--- src/rtl/hz_pkg.sv ---
package hz_pkg;
  localparam int NSTAGE = 3;  // execute, memory, writeback
  localparam int ST_EX  = 0;
  localparam int ST_MEM = 1;
  localparam int ST_WB  = 2;

  typedef enum logic [1:0] {
    FWD_RF  = 2'b00,
    FWD_EX  = 2'b01,
    FWD_MEM = 2'b10,
    FWD_WB  = 2'b11
  } fwd_sel_e;

  // nearest pending stage wins; index 0 is nearest
  function automatic fwd_sel_e nearest_sel(input logic [NSTAGE-1:0] hit);
    fwd_sel_e s;
    s = FWD_RF;
    for (int i = NSTAGE - 1; i >= 0; i--)
      if (hit[i]) s = fwd_sel_e'(i + 1);
    return s;
  endfunction
endpackage

--- src/rtl/hz_match.sv ---
module hz_match #(
  parameter int AW  = 5,
  parameter int NST = 3
) (
  input  logic [AW-1:0]          src,
  input  logic [NST-1:0]         live,
  input  logic [NST-1:0][AW-1:0] dst,
  output logic [NST-1:0]         hit
);
  logic src_nz;
  assign src_nz = (src != '0);

  for (genvar g = 0; g < NST; g++) begin : g_cmp
    assign hit[g] = live[g] && src_nz && (dst[g] == src);
  end

  always_comb begin
    assert_zero_never_hits_R5 : assert (src_nz || hit == '0)
      else $error("register 0 produced a match");
  end
endmodule

--- src/rtl/hz_pick.sv ---
module hz_pick
  import hz_pkg::*;
(
  input  logic [NSTAGE-1:0] hit,
  output logic [1:0]        sel
);
  fwd_sel_e s;
  always_comb s = nearest_sel(hit);
  assign sel = s;

  always_comb begin
    assert_nearest_first_R3 : assert (!hit[ST_EX] || sel == FWD_EX)
      else $error("execute match not selected");
    assert_no_hit_rf_R2 : assert (hit != '0 || sel == FWD_RF)
      else $error("forward select without a match");
  end
endmodule

--- src/rtl/hz_loaduse.sv ---
module hz_loaduse (
  input  logic ex_is_load,
  input  logic hit_rs_ex,
  input  logic hit_rt_ex,
  input  logic dec_is_store,
  output logic stall,
  output logic bubble
);
  logic rt_needs_wait;
  logic need_wait;

  // a store's data can be patched in memory, so rt alone does not wait
  assign rt_needs_wait = hit_rt_ex && !dec_is_store;
  assign need_wait     = ex_is_load && (hit_rs_ex || rt_needs_wait);
  assign stall         = need_wait;
  assign bubble        = need_wait;

  always_comb begin
    assert_store_rt_exempt_R7 : assert (!(dec_is_store && !hit_rs_ex) || !stall)
      else $error("store data dependency stalled");
  end
endmodule

--- src/rtl/hz_ctrl.sv ---
module hz_ctrl
  import hz_pkg::*;
#(
  parameter int AW = 5
) (
  input  logic [AW-1:0] dec_rs,
  input  logic [AW-1:0] dec_rt,
  input  logic          dec_is_store,
  input  logic          ex_valid,
  input  logic          ex_we,
  input  logic          ex_load,
  input  logic [AW-1:0] ex_rd,
  input  logic          mem_valid,
  input  logic          mem_we,
  input  logic [AW-1:0] mem_rd,
  input  logic          mem_is_store,
  input  logic [AW-1:0] mem_st_rt,
  input  logic          wb_valid,
  input  logic          wb_we,
  input  logic          wb_load,
  input  logic [AW-1:0] wb_rd,
  output logic [1:0]    fwd_a,
  output logic [1:0]    fwd_b,
  output logic          stall,
  output logic          bubble,
  output logic          st_bypass
);
  localparam int NOPS = 2;

  logic [NSTAGE-1:0]         live;
  logic [NSTAGE-1:0][AW-1:0] dst;
  logic [NOPS-1:0][AW-1:0]   src;
  logic [NOPS-1:0][NSTAGE-1:0] hit;
  logic [NOPS-1:0][1:0]      sel;
  logic                      st_live;
  logic [0:0]                st_hit;

  // a stage is a pending write only while valid and writing
  assign live[ST_EX]  = ex_valid  && ex_we;
  assign live[ST_MEM] = mem_valid && mem_we;
  assign live[ST_WB]  = wb_valid  && wb_we;
  assign dst[ST_EX]   = ex_rd;
  assign dst[ST_MEM]  = mem_rd;
  assign dst[ST_WB]   = wb_rd;
  assign src[0]       = dec_rs;
  assign src[1]       = dec_rt;

  for (genvar op = 0; op < NOPS; op++) begin : g_op
    hz_match #(.AW(AW), .NST(NSTAGE)) u_match (
      .src (src[op]),
      .live(live),
      .dst (dst),
      .hit (hit[op])
    );
    hz_pick u_pick (
      .hit(hit[op]),
      .sel(sel[op])
    );
  end

  assign fwd_a = sel[0];
  assign fwd_b = sel[1];

  hz_loaduse u_lu (
    .ex_is_load  (ex_load),
    .hit_rs_ex   (hit[0][ST_EX]),
    .hit_rt_ex   (hit[1][ST_EX]),
    .dec_is_store(dec_is_store),
    .stall       (stall),
    .bubble      (bubble)
  );

  // memory-stage store data patched from the load now in writeback
  assign st_live = mem_valid && mem_is_store && wb_valid && wb_we && wb_load;

  hz_match #(.AW(AW), .NST(1)) u_st_match (
    .src (mem_st_rt),
    .live(st_live),
    .dst (wb_rd),
    .hit (st_hit)
  );
  assign st_bypass = st_hit[0];

  always_comb begin
    assert_stall_needs_load_R6 : assert (!stall || (ex_valid && ex_load && ex_we))
      else $error("stall without a live load in execute");
    assert_invalid_ex_silent_R4 : assert (ex_valid || (fwd_a != FWD_EX && fwd_b != FWD_EX && !stall))
      else $error("invalid execute stage acted on");
    assert_wb_sel_live_R1 : assert (fwd_a != FWD_WB || (wb_valid && wb_we && wb_rd == dec_rs))
      else $error("writeback select without pending write");
    assert_bypass_src_R8 : assert (!st_bypass || (wb_load && mem_is_store && mem_st_rt != '0))
      else $error("store bypass without load feeding store");
  end
endmodule

--- config.mk ---
export PLATFORM = sky130hd
export DESIGN_NAME = hz_ctrl
export DESIGN_NICKNAME = d
export VERILOG_FILES = /design/src/rtl/hz_pkg.sv /design/src/rtl/hz_match.sv /design/src/rtl/hz_pick.sv /design/src/rtl/hz_loaduse.sv /design/src/rtl/hz_ctrl.sv
export SDC_FILE = /design/constraint.sdc
export NUM_CORES = 1
export LEC_CHECK = 0
export ABC_CLOCK_PERIOD_IN_PS = 1750
export BUFFER_PORTS_ARGS = -buffer_cell sky130_fd_sc_hd__buf_2
export CAP_MARGIN = 20
export CELL_PAD_IN_SITES_DETAIL_PLACEMENT = 0
export CELL_PAD_IN_SITES_GLOBAL_PLACEMENT = 1
export CORE_MARGIN = 4
export CORE_UTILIZATION = 28
export DETAILED_ROUTE_END_ITERATION = 8
export PLACE_DENSITY = 0.88
export SLEW_MARGIN = 20
export SYNTH_ARGS = -nofsm -noshare
export SYNTH_HDL_FRONTEND = slang
export SYNTH_SLANG_ARGS = --single-unit
--- constraint.sdc ---
create_clock -name vclk -period 1.75
set_input_delay 0.0875 -clock vclk [all_inputs]
set_output_delay 0.0875 -clock vclk [all_outputs]
set_load 0.05 [all_outputs]
==> results.sh <==
export IMPL_wl_per_cell_um=13.0
export IMPL_dp_hpwl_um=1680
export IMPL_ir_drop_uv=88.8
export IMPL_cp_start_kind="input port"
export IMPL_p_seq_share_pct=0
export IMPL_cp_startpoint="dec_rs[0]"
export IMPL_clkPwrFrac_pct=0
export IMPL_drc=0
export IMPL_dieArea_um2=2710
export IMPL_cp_max_fo=5
export IMPL_n_antenna_cell=0
export IMPL_final_cells=144
export IMPL_grt_pass1_wl_um=2940
export IMPL_yosysUniqueCellTypes=20
export IMPL_postLayoutCellArea_um2=813
export IMPL_synthesis_area_um2=544
export IMPL_tns_ns=0
export IMPL_portBuffers=47
export IMPL_area_growth_pct=49.4
export IMPL_synth_top_area_share_pct=33.8
export IMPL_cp_arrival_ns=1.34
export IMPL_io_pins=47
export IMPL_cap_violations=0
export IMPL_final_common_cell="buf_2"
export IMPL_core_area_um2=1780
export IMPL_syn_mean_instance_area_um2=7.46
export IMPL_power_switching_w=0.0000984
export IMPL_fmax_mhz=698
export IMPL_grt_pass1_vias=651
export IMPL_hold_worst_slack_ns=0.588
export IMPL_combPwrFrac_pct=100.0
export IMPL_ys_warn_count=0
export IMPL_hold_viol=0
export IMPL_overflow=0
export IMPL_track_usage_pct=13.8
export IMPL_end_kind="primary output"
export IMPL_yosys_top_cells_area="xor2_1, xnor2_1, nand4_1"
export IMPL_dr_pass1_iters=4
export IMPL_status="finished clean"
export IMPL_holdCritPathClass="in2out"
export IMPL_tightest_slew_ns=0.291
export IMPL_n_sequential_cell=0
export IMPL_die_x_um=52.1
export IMPL_p_per_area_nw_per_um2=224
export IMPL_rsz0062_at_grt="no"
export IMPL_synth_cells=73
export IMPL_syn_nets=113
export IMPL_drt_iter0_markers=7
export IMPL_p_int_w=0.0000836
export IMPL_viasPerCell=4.88
export IMPL_fill_cells=199
export IMPL_clock_buffer_count=0
export IMPL_holdBufCountCts=0
export IMPL_yosysSeqAreaShare_pct=0
export IMPL_antenna_found_initial=0
export IMPL_grt_max_degree=6
export IMPL_fin_nets=161
export IMPL_post_cts_resized=0
export IMPL_p_leak_nw=0.381
export IMPL_cp_required_ns=1.66
export IMPL_wirelength_um=1870
export IMPL_slew_headroom_pct=80.4
export IMPL_setup_violations=0
export IMPL_postRouteAntennaNets=0
export IMPL_vias=703
export IMPL_start_util_pct=30.5
export IMPL_fp_dieH_um=52.1
export IMPL_synth_top_cell_by_area="xor2_1"
export IMPL_period_share_pct=81.8
export IMPL_drv_slew=0
export IMPL_min_period_ns=1.43
export IMPL_path_class="in2out"
export IMPL_cts_setup_buffers=0
export IMPL_dpl_cell_area_um2=813
export IMPL_num_rows=15
export IMPL_hold_start="wb_load"
export IMPL_gp_congestion=0.748
export IMPL_p_sw_share_pct=54.1
export IMPL_mostFrequentLayoutCells="buf_2, xor2_1, xnor2_1"
export IMPL_dp_cells=144
export IMPL_register_area_um2=0
export IMPL_drive_above_1_share_pct=44.5
-- cells by family after synthesis --
family | Yosys count | share of synthesized area, %
xor gates and xnor gates | 32 | 51.5
and+or+nand+nor | 30 | 35.2
AOI/OAI and AO/OA | 8 | 10.6
buffers and inverters | 3 | 2.76
-- power by group through the flow --
stage,logic [W],registers (W),clock network (W)
2_1_floorplan,0.0000942,0,0
3_3_place_gp,0.000178,0,0
3_5_place_dp,0.000183,0,0
4_1_cts,0.000184,0,0
5_1_grt,0.000199,0,0
6_report,0.000182,0,0
-- cell type report --
cell class | count | area (um2) | area share [%]
Inverter | 2 | 7.51 | 0.923
Timing Repair Buffer | 47 | 235 | 28.9
Tap cell | 25 | 31.3 | 3.85
Multi-Input combinational cell | 70 | 539 | 66.3
-- path summary, 6_finish.rpt --
| kind | slack (ns) | cells after the start | end |
|---|---|---|---|
| worst min-delay path | 0.59 | 4 | st_bypass |
| worst max-delay path | 0.32 | 6 | fwd_a[1] |
-- worst max-delay path, stage by stage --
cell and delay [ns]:
buf_2 0.14, nor4_1 0.32, nand2_1 0.16, nand4_1 0.17, a21boi_1 0.19, buf_2 0.28
-- per-layer routing --
| metal | share of wire, % | vias to the layer above | GRT usage (%) | routed length, um |
|---|---|---|---|---|
| li1 | - | 358 | - | - |
| met1 | 47 | 310 | 19.2 | 870 |
| met2 | 45 | 35 | 24.3 | 845 |
| met3 | 8.1 | 0 | 0.860 | 152 |
| met4 | 0 | 0 | 0 | 0 |
| met5 | 0 | - | 0 | 0 |
-- synthesized netlist by cell type --
cell type,number
xor2_1,21
xnor2_1,11
nand2_1,5
nand4_1,5
nor4_1,5
nor2_1,4
a21boi_1,3
nand3_1,3
inv_1,2
nor3_1,2
nor4_2,2
o21ai_1,2
a21oi_1,1
a221oi_1,1
and3_1,1
and4_1,1
buf_4,1
nand4b_1,1
nor4_4,1
o221a_2,1
-- through the flow --
stage	util, %	setup slack [ns]	power [W]
floorplan	-	0.167	0.0000942
global placement	45.6	0.339	0.000178
detailed placement	45.6	0.353	0.000183
CTS	45.6	0.346	0.000184
global route	45.6	0.273	0.000199
finish	45.6	0.318	0.000182
Note: power is estimated with default switching activity, not from simulation.
